$ cat config.mk
export PLATFORM = sky130hd
export DESIGN_NAME = dwa_selector
export DESIGN_NICKNAME = d
export VERILOG_FILES = /design/src/rtl/dwa_pkg.sv /design/src/rtl/dwa_thermo.sv /design/src/rtl/dwa_rotator.sv /design/src/rtl/dwa_pointer.sv /design/src/rtl/dwa_selector.sv
export SDC_FILE = /design/constraint.sdc
export NUM_CORES = 1
export LEC_CHECK = 0
export BUFFER_PORTS_ARGS = -buffer_cell sky130_fd_sc_hd__buf_2
export CORE_UTILIZATION = 25
export DETAILED_ROUTE_END_ITERATION = 10
export REMOVE_ABC_BUFFERS = 1
export SLEW_MARGIN = 20
export SYNTH_ARGS = -nofsm -noshare
export SYNTH_HDL_FRONTEND = slang
export SYNTH_HIERARCHICAL = 1
export SYNTH_SLANG_ARGS = --single-unit
$ cat constraint.sdc
create_clock -name clk -period 2.5 [get_ports clk]
set_input_delay 0.75 -clock clk [delete_from_list [all_inputs] [get_ports clk]]
set_output_delay 0.75 -clock clk [all_outputs]
set_load 0.005 [all_outputs]
$ cat src/rtl/dwa_pkg.sv
// Package: shared defaults for the data weighted averaging selector.
// Assumes a power-of-two element array sized by the code width.
package dwa_pkg;
    // Default code width B; the array holds 2^B unit elements.
    localparam int unsigned DWA_CODE_W_DEF = 3;
endpackage

$ cat src/rtl/dwa_thermo.sv
// dwa_thermo: saturates the incoming code to the array size and expands it
// into a thermometer word anchored at bit 0. It also returns the pointer step,
// which is the saturated count modulo the array size.
// Assumes CODE_W >= 1 and an input one bit wider than CODE_W.
module dwa_thermo #(
    parameter int unsigned CODE_W = dwa_pkg::DWA_CODE_W_DEF
) (
    input  logic [CODE_W:0]          code,
    output logic [(1<<CODE_W)-1:0]   therm,
    output logic [CODE_W-1:0]        step
);
    localparam int unsigned N_ELEM = 1 << CODE_W;
    localparam logic [CODE_W:0] FULL = {1'b1, {CODE_W{1'b0}}};

    logic [CODE_W:0] sat;

    // Clamp codes above full scale to full scale.
    always_comb begin
        sat = (code > FULL) ? FULL : code;
    end

    // Full scale wraps to a step of zero, so the pointer stays put.
    assign step = sat[CODE_W-1:0];

    // One comparator per element: element i is on when i < saturated count.
    for (genvar i = 0; i < N_ELEM; i++) begin : g_cmp
        localparam logic [CODE_W:0] IDX = (CODE_W+1)'(i);
        assign therm[i] = (IDX < sat);
    end
endmodule

$ cat src/rtl/dwa_rotator.sv
// dwa_rotator: logarithmic barrel rotator. It moves bit i of the input to
// bit (i + amt) mod 2^CODE_W of the output.
// Assumes the word width is exactly 2^CODE_W.
module dwa_rotator #(
    parameter int unsigned CODE_W = dwa_pkg::DWA_CODE_W_DEF
) (
    input  logic [(1<<CODE_W)-1:0] din,
    input  logic [CODE_W-1:0]      amt,
    output logic [(1<<CODE_W)-1:0] dout
);
    localparam int unsigned N_ELEM = 1 << CODE_W;

    logic [N_ELEM-1:0] stage [0:CODE_W];

    assign stage[0] = din;

    // One stage per bit of the amount: rotate left by 2^s when bit s is set.
    for (genvar s = 0; s < CODE_W; s++) begin : g_stage
        localparam int unsigned SH = 1 << s;
        assign stage[s+1] = amt[s]
            ? ((stage[s] << SH) | (stage[s] >> (N_ELEM - SH)))
            : stage[s];
    end

    assign dout = stage[CODE_W];
endmodule

$ cat src/rtl/dwa_pointer.sv
// dwa_pointer: holds the index of the first element of the next run.
// It advances by the step on each accepted sample; the B-bit wrap gives the
// modulo. Assumes step already equals the saturated count mod 2^CODE_W.
module dwa_pointer #(
    parameter int unsigned CODE_W = dwa_pkg::DWA_CODE_W_DEF
) (
    input  logic              clk,
    input  logic              rst_n,
    input  logic              adv,
    input  logic [CODE_W-1:0] step,
    output logic [CODE_W-1:0] ptr
);
    // Pointer register: clear on reset, advance on accepted samples.
    always_ff @(posedge clk) begin
        if (!rst_n) begin
            ptr <= '0;
        end else if (adv) begin
            ptr <= ptr + step;
        end
    end
endmodule

$ cat src/rtl/dwa_selector.sv
// dwa_selector: data weighted averaging selector for a 2^CODE_W element array.
// Each valid sample enables min(code, 2^CODE_W) consecutive elements, starting
// at the rotation pointer and wrapping around the array. Enables are registered.
// Assumes a single clock and a synchronous active-low reset.
module dwa_selector #(
    parameter int unsigned CODE_W = dwa_pkg::DWA_CODE_W_DEF,
    localparam int unsigned N_ELEM = 1 << CODE_W
) (
    input  logic              clk,
    input  logic              rst_n,
    input  logic              in_valid,
    input  logic [CODE_W:0]   in_code,
    output logic [N_ELEM-1:0] elem_en,
    output logic              out_valid
);
    logic [N_ELEM-1:0] therm;
    logic [N_ELEM-1:0] rotated;
    logic [CODE_W-1:0] step;
    logic [CODE_W-1:0] ptr;

    dwa_thermo #(.CODE_W(CODE_W)) u_thermo (
        .code  (in_code),
        .therm (therm),
        .step  (step)
    );

    dwa_rotator #(.CODE_W(CODE_W)) u_rot (
        .din  (therm),
        .amt  (ptr),
        .dout (rotated)
    );

    dwa_pointer #(.CODE_W(CODE_W)) u_ptr (
        .clk   (clk),
        .rst_n (rst_n),
        .adv   (in_valid),
        .step  (step),
        .ptr   (ptr)
    );

    // Output register: capture the rotated selection, or clear it when idle.
    always_ff @(posedge clk) begin
        if (!rst_n) begin
            elem_en   <= '0;
            out_valid <= 1'b0;
        end else begin
            elem_en   <= in_valid ? rotated : '0;
            out_valid <= in_valid;
        end
    end
endmodule

==> flow_metrics.tcl, run 1 <==
set metrics [dict create \
    status "finished clean" \
    timing.fmax_mhz 431 \
    slew_headroom_pct 72.8 \
    fin_nets 92 \
    yosys_warnings 6 \
    diodes 0 \
    rsz0062_at_grt "false" \
    pin_count 16 \
    required_ns 2.66 \
    cts_num_sinks 12 \
    r2r_cells 3 \
    internal_power_uw 361 \
    reg2reg_from "u_ptr/ptr[2]" \
    path_depth 6 \
    place.gp.congestion 0.769 \
    die_h_um 59.0 \
    cts_setup_buffers 0 \
    cap_violations 0 \
    post_cts_resized 0 \
    setup_violations 0 \
    fp.dieW_um 59.0 \
    swShare_pct 24.0 \
    hold_viol_final 0 \
    path_cells "buf_2, or2_4, or3_1, mux4_1, mux2_2, and3_1" \
    reg2reg_slack_ns 0.71 \
    clockBufferDepth 2 \
    vias 567 \
    antenna_found_initial 0 \
    worst_path_max_delay_cell "mux4_1" \
    syn_area_per_cell_um2 12.9 \
    track_usage_pct 9.55 \
    worst-path-buf-inv 1 \
    ir_worst_vdd_v 0.000104 \
    powerDensity_mw_per_mm2 486 \
    clkPwrFrac_pct 31.3 \
    wire_per_inst_um 11.1 \
    htree_levels 1 \
    switchingPower_uw 114 \
    fin_area_um2 977 \
    worstSetupStartpoint "in_code[3]" \
    leakage_uw 0.000421 \
    drt-pass1-iter-count 4 \
    start_util_pct 26.6 \
    drt_iter0_drc 3 \
    layout-drive-gt1-share_pct 47.6 \
    cp-endpoint "elem_en[5]" \
    placed_cell_area_um2 941 \
    numCtsBuffers 3 \
    grt_pass1_vias 537 \
    num-fill-cells 325 \
    r2r_end "elem_en[5]" \
    min_period_ns 2.32 \
    multiInputGateArea_um2 541 \
    worst_pin_slew_ns 0.408 \
    ant_nets 0 \
    critical-path-max-stage-delay_ns 0.56 \
    drc 0 \
    rows 20 \
    power_frac_seq_pct 45.9 \
    clk_pin_slew_ns 0.07 \
    grt_max_degree 14 \
    synth.distinct_cells 21 \
    vias_per_cell 4.50 \
    coreArea_mm2 0.00305 \
    syn_inst 63 \
    netlist_area_um2 811 \
    fin_skew_ns 0.00615 \
    drv_slew 0 \
    cts_hold_buffers 0 \
    dieArea_mm2 0.00348 \
    grt_overflow 0 \
    p_comb_share_pct 22.8 \
    cp-end-kind "flip-flop" \
    syn_to_final_growth_pct 20.5 \
    wl_um 1400 \
    hp-class "flip-flop to flip-flop" \
    crit_arrival_ns 2.48 \
    yosysSeqAreaShare_pct 29.6 \
    fin_cells 126 \
    period_share_pct 92.9 \
    root_buffer "clkbuf_4" \
    cts_tree "done" \
    cp_top_family "multiplexers" \
    insertion_delay_ns 0.27 \
    dp_cells 122 \
    io_buffer_count 15 \
    crit_type "input port to flip-flop" \
    grt_pass1_wl_um 2490 \
    synth-seq-cells 12 \
    regArea_um2 240 \
    worstPathMaxFanout 4 \
    crit_path_start_kind "input port" \
]
-- power groups by stage --
stage	Combinational [uW]	Clock, uW	Sequential, uW
after floorplan	68.5	0	222
after global placement	106	0	222
after detailed placement	108	0	223
after CTS	109	156	218
after global routing	122	161	221
final	108	149	218
-- worst min-delay path: stages, from the launching register on --
cell and delay (ns):
dfxtp_1 0.43, nand2_1 0.10, mux2i_1 0.06
-- per-stage QoR --
stage | worst slack [ns] | hold WS [ns] | utilization, % | total power [uW] | TNS (ns)
floorplan | 0.125 | 0.576 | - | 291 | 0
global placement | -0.0627 | 0.620 | 30.8 | 329 | -0.256
detailed placement | -0.0998 | 0.640 | 30.8 | 331 | -0.543
CTS | 0.184 | 0.651 | 32.0 | 484 | 0
global route | 0.138 | 0.712 | 32.0 | 503 | 0
finish | 0.178 | 0.639 | 32.0 | 475 | 0
-- registers in the layout, summed over array words and instances, names as in the netlist --
name	flops
elem_en	8
out_valid	1
u_ptr/ptr	3
-- cells in the mapped netlist (all sizes together) --
master	number	area, um^2
dfxtp	12	240
and3	8	50.1
mux2	8	90.1
mux4	8	210
and2b	3	26.3
buf	3	26.3
mux2i	3	30.0
a21o	2	17.5
nand2	2	7.51
nand2b	2	12.5
nor2b	2	12.5
or3	2	12.5
a31o	1	8.76
and2	1	7.51
clkbuf	1	3.75
fa	1	20.0
ha	1	12.5
o21ai	1	5.00
or2	1	8.76
xor2	1	8.76
-- cell families after synthesis --
group,after synthesis,synth area share [%]
compound gates,4,3.86
buf+inv,4,3.70
fa+ha+maj,2,4.01
xor+xnor,1,1.08
mux,19,40.7
simple gates,21,17.0
flops,12,29.6
-- how the worst min path moves through the flow --
stage / startpoint / cells past startpoint / end
2_1_floorplan: u_ptr/ptr[2] / 2 / u_ptr/ptr[2]
3_3_place_gp: u_ptr/ptr[2] / 2 / u_ptr/ptr[2]
3_5_place_dp: u_ptr/ptr[2] / 2 / u_ptr/ptr[2]
4_1_cts: u_ptr/ptr[2] / 2 / u_ptr/ptr[2]
5_1_grt: u_ptr/ptr[2] / 2 / u_ptr/ptr[2]
6_report: u_ptr/ptr[2] / 2 / u_ptr/ptr[2]
-- cell type report --
| class | count | share of cell area, % |
|---|---|---|
| Tap cell | 44 | 5.63 |
| Timing Repair Buffer | 19 | 10.8 |
| Clock buffer | 4 | 3.71 |
| Multi-Input combinational cell | 47 | 55.3 |
| Sequential cell | 12 | 24.6 |
-- per-layer routing --
layer  vias to the layer above  wire, um  global-route usage, %
met5                         -         0                      0
met2                        20       591                   15.7
met4                         0        15                   3.06
met1                       261       708                   12.3
li1                        284         -                      -
met3                         2        82                   2.20
-- layout by cell type, fill, tap and decap left out, drive strengths merged --
cell,n
nor2b,2
or3,2
nand2,2
xor2,1
dfxtp,12
nand2b,2
and2,1
mux2,8
buf,19
and3,8
clkbuf,4
fa,1
a21o,2
mux4,8
mux2i,3
and2b,3
ha,1
a31o,1
o21ai,1
or2,1
Note: power is estimated with default switching activity, not from simulation.
==> run 2, diff against run 1 <==
CORE_UTILIZATION = 47   (was 25)
PLACE_DENSITY = 0.72   (was not set)
==> flow_metrics.tcl, run 2 (same netlist as run 1, synthesis figures left out) <==
set metrics [dict create \
    min_period_ns 2.30 \
    worst_slack_ns 0.197 \
    drt_iter0_drc 9 \
    start_util_pct 52.0 \
    critical-path-max-stage-delay_ns 0.55 \
    leakage_uw 0.000421 \
    htree_levels 1 \
    worstPathMaxFanout 4 \
    min_path_cells 2 \
    syn_to_final_growth_pct 16.2 \
    cp_top_family "multiplexers" \
    wire_per_inst_um 13.4 \
    grt_pass1_vias 582 \
    io_buffer_count 15 \
    reg2reg_slack_ns 0.71 \
    layout_commonest_cell "buf_2" \
    diodes 0 \
    clk_pin_slew_ns 0.07 \
    antenna_found_initial 0 \
    cts_tree "done" \
    crit_type "input port to flip-flop" \
    placed_cell_area_um2 906 \
    hold_viol_final 0 \
    fin_cells 98 \
    top_register "elem_en" \
    r2r_cells 3 \
    grt_overflow 0 \
    coreArea_mm2 0.00156 \
    cap_violations 0 \
    r2r_end "elem_en[6]" \
    setup_tns_ns 0 \
    hp-class "flip-flop to flip-flop" \
    path_cells "buf_2, or2_4, or3_1, mux4_1, mux2_2, and3_1" \
    track_usage_pct 17.9 \
    period_share_pct 92.1 \
    pre_cts_ws_ns -0.0777 \
    grt_pass1_wl_um 2440 \
    holdCritStartpoint "u_ptr/ptr[2]" \
    powerDensity_mw_per_mm2 500 \
    worst_pin_slew_ns 0.417 \
    drt-pass1-iter-count 7 \
    fin_util_pct 60.4 \
    ir_worst_vdd_v 0.000207 \
    slew_headroom_pct 72.2 \
    setup_violations 0 \
    layout_common_cells "15 x buf_2, 12 x dfxtp_1, 8 x and3_1, 8 x mux4_1, 8 x mux2_2" \
    pin_count 16 \
    required_ns 2.66 \
    insertion_delay_ns 0.26 \
    fin_nets 92 \
    largest_register_ffs 8 \
    worst-path-buf-inv 1 \
    fp.dieW_um 43.5 \
    drv_slew 0 \
    post_cts_resized 0 \
    die_h_um 43.5 \
    numCtsBuffers 3 \
    failed_checks "DRC" \
    fin_skew_ns 0.00244 \
    drc 4 \
    dieArea_mm2 0.00190 \
    crit_path_start_kind "input port" \
    vias_per_cell 5.96 \
    dp_hpwl_um 986 \
    worst_path_max_delay_cell "mux4_1" \
    vias 584 \
    reg2reg_from "u_ptr/ptr[2]" \
    largestRegisters "elem_en: 8 flops, u_ptr/ptr: 3 flops, out_valid: 1 flops" \
    root_buffer "clkbuf_4" \
    grt_max_degree 14 \
    timing.fmax_mhz 434 \
    place.gp.congestion 0.740 \
    min_to "u_ptr/ptr[2]" \
    cp-end-kind "flip-flop" \
    layout-drive-gt1-share_pct 47.6 \
    cts_hold_buffers 0 \
    crit_arrival_ns 2.46 \
    dp_cells 94 \
    fin_area_um2 942 \
    status "finished, violations left" \
    cts_setup_buffers 0 \
    ant_nets 0 \
    clockBufferDepth 2 \
    rows 14 \
    cts_num_sinks 12 \
    rsz0062_at_grt "false" \
    wl_um 1310 \
]
-- run 2: report_power, final --
| group | switching [uW] | internal [uW] |
|---|---|---|
| clock | 57.9 | 88.3 |
| combinational | 39.1 | 67.5 |
| sequential | 13.2 | 205 |
| total | 110 | 361 |
-- run 2: routing by layer --
| metal | wire [um] | vias to the layer above | track usage (%) |
|---|---|---|---|
| li1 | - | 286 | - |
| met1 | 593 | 281 | 21.4 |
| met2 | 668 | 15 | 30.0 |
| met3 | 33 | 2 | 4.17 |
| met4 | 14 | 0 | 9.38 |
| met5 | 0 | - | 0 |
-- run 2: worst min-delay path: stages, from the launching register on --
cell,delay (ns)
dfxtp_1,0.44
nand2_1,0.11
mux2i_1,0.06
-- run 2: metrics by stage --
| step | hold slack (ns) | total power [uW] |
|---|---|---|
| 2_1_floorplan | 0.576 | 291 |
| 3_3_place_gp | 0.622 | 327 |
| 3_5_place_dp | 0.648 | 329 |
| 4_1_cts | 0.666 | 477 |
| 5_1_grt | 0.717 | 505 |
| 6_report | 0.659 | 471 |
-- run 2: final cells by class --
type / instances / area [um^2]
Tap cell: 16 / 20.0
Clock buffer: 4 / 36.3
Timing Repair Buffer: 19 / 105
Sequential cell: 12 / 240
Fill cell: 142 / 617
Multi-Input combinational cell: 47 / 541
-- run 2: how the worst max path moves through the flow --
stage          cells past startpoint        from          to
4_1_cts                            6  in_code[3]  elem_en[4]
3_5_place_dp                       6  in_code[3]  elem_en[4]
3_3_place_gp                       6  in_code[3]  elem_en[1]
5_1_grt                            6  in_code[3]  elem_en[5]
6_report                           6  in_code[3]  elem_en[5]
2_1_floorplan                      5  in_code[3]  elem_en[5]
==> run 3, diff against run 2 <==
PLACE_DENSITY = not set   (was 0.72)
PLACE_DENSITY_LB_ADDON = 0.08   (was not set)
==> flow_metrics.tcl, run 3 (same netlist as run 1, synthesis figures left out) <==
set metrics [dict create \
    status "finished, violations left" \
    failed_checks "DRC" \
    coreArea_mm2 0.00156 \
    crit_path_start_kind "input port" \
    cp_top_family "multiplexers" \
    multiInputGateArea_um2 541 \
    required_ns 2.66 \
    antenna_found_initial 0 \
    crit_arrival_ns 2.42 \
    layout-drive-gt1-share_pct 50.0 \
    drt_iter0_drc 15 \
    ir_worst_vdd_v 0.000208 \
    path_cells "buf_2, or2_4, or3_1, mux4_1, mux2_2, and3_1" \
    vias 578 \
    placed_cell_area_um2 936 \
    min_to "u_ptr/ptr[2]" \
    worst_pin_slew_ns 0.431 \
    reg2reg_slack_ns 0.70 \
    r2r_cells 3 \
    fin_cells 102 \
    largestRegisters "elem_en: 8 flops, u_ptr/ptr: 3 flops, out_valid: 1 flops" \
    worstPathMaxFanout 4 \
    r2r_end "elem_en[4]" \
    timing.fmax_mhz 443 \
    cts_tree "done" \
    wl_um 1320 \
    grt_overflow 0 \
    htree_levels 1 \
    setup_violations 0 \
    io_buffer_count 15 \
    hp-class "flip-flop to flip-flop" \
    fp.dieW_um 43.5 \
    die_h_um 43.5 \
    track_usage_pct 17.3 \
    dp_hpwl_um 1020 \
    wire_per_inst_um 12.9 \
    start_util_pct 52.0 \
    largest_register_ffs 8 \
    post_cts_resized 0 \
    worst_path_max_delay_cell "mux4_1" \
    path_depth 6 \
    cts_setup_buffers 0 \
    layout_common_cells "15 x buf_2, 12 x dfxtp_1" \
    grt_pass1_wl_um 2310 \
    drc 9 \
    period_share_pct 90.4 \
    cts_hold_buffers 0 \
    rows 14 \
    regArea_um2 240 \
    reg2reg_from "u_ptr/ptr[2]" \
    slew_headroom_pct 71.2 \
    root_buffer "clkbuf_4" \
    top_register "elem_en" \
    grt_max_degree 14 \
    min_period_ns 2.26 \
    numCtsBuffers 3 \
    place.gp.congestion 0.690 \
    insertion_delay_ns 0.27 \
    powerDensity_mw_per_mm2 493 \
    layout_commonest_cell "buf_2" \
    min_path_cells 2 \
    fin_area_um2 972 \
    grt_pass1_vias 539 \
    num-fill-cells 137 \
    worst-path-buf-inv 1 \
    vias_per_cell 5.67 \
    critical-path-max-stage-delay_ns 0.53 \
    crit_type "input port to flip-flop" \
    ant_nets 0 \
    dp_cells 98 \
    holdCritStartpoint "u_ptr/ptr[2]" \
    pin_count 16 \
    leakage_uw 0.000440 \
    clockBufferDepth 2 \
    worstSetupStartpoint "in_code[3]" \
    drt-pass1-iter-count 8 \
    fin_nets 96 \
    hold_viol_final 0 \
    cap_violations 0 \
    fin_skew_ns 0.00467 \
    clk_pin_slew_ns 0.07 \
    drv_slew 0 \
    cts_num_sinks 12 \
    dieArea_mm2 0.00190 \
    diodes 0 \
    cp-end-kind "flip-flop" \
    syn_to_final_growth_pct 19.9 \
    rsz0062_at_grt "false" \
]
[run 3: cell types whose count changed in the layout (fill, tap and decap cells not counted), sizes merged]
cell	previous run	this run
buf	19	23
[run 3: worst max path at each step]
stage	end
global placement	elem_en[4]
global route	elem_en[0]
floorplan	elem_en[5]
finish	elem_en[5]
detailed placement	elem_en[4]
CTS	elem_en[7]
[run 3: layout make-up]
type                    instances  share of cell area (%)
multi-input cells              47                    55.6
well taps                      16                    2.06
flip-flops and latches         12                    24.7
clock buffers                   4                    3.73
repair buffers                 23                    13.9
[run 3: worst register-to-register path, cell delays in order, from the launching register on]
cell	delay [ns]
dfxtp_1	0.59
mux4_1	0.66
mux2_2	0.28
and3_1	0.18
[run 3: metrics by stage]
step           utilization (%)  setup slack (ns)  TNS [ns]  hold slack [ns]  power [uW]
6_report                  62.4             0.241         0            0.661         479
5_1_grt                   62.4             0.179         0            0.710         505
4_1_cts                   62.4             0.242         0            0.668         483
3_5_place_dp              60.0           -0.0466    -0.238            0.658         334
3_3_place_gp              60.0           -0.0323    -0.153            0.630         333
2_1_floorplan                -             0.125         0            0.576         291
[run 3: metal layers]
metal / global-route usage (%) / vias to the layer above / share of wire [%]
met3: 2.50 / 4 / 3.6
met1: 21.1 / 264 / 48
met4: 15.0 / 0 / 3.2
met2: 26.7 / 18 / 45
li1: - / 292 / -
met5: 0 / - / 0
[run 3: where the power goes]
part	internal [uW]	total, uW	switching (uW)
Sequential	205	218	13.0
Combinational	71.5	111	40.0
Clock	88.5	150	61.3
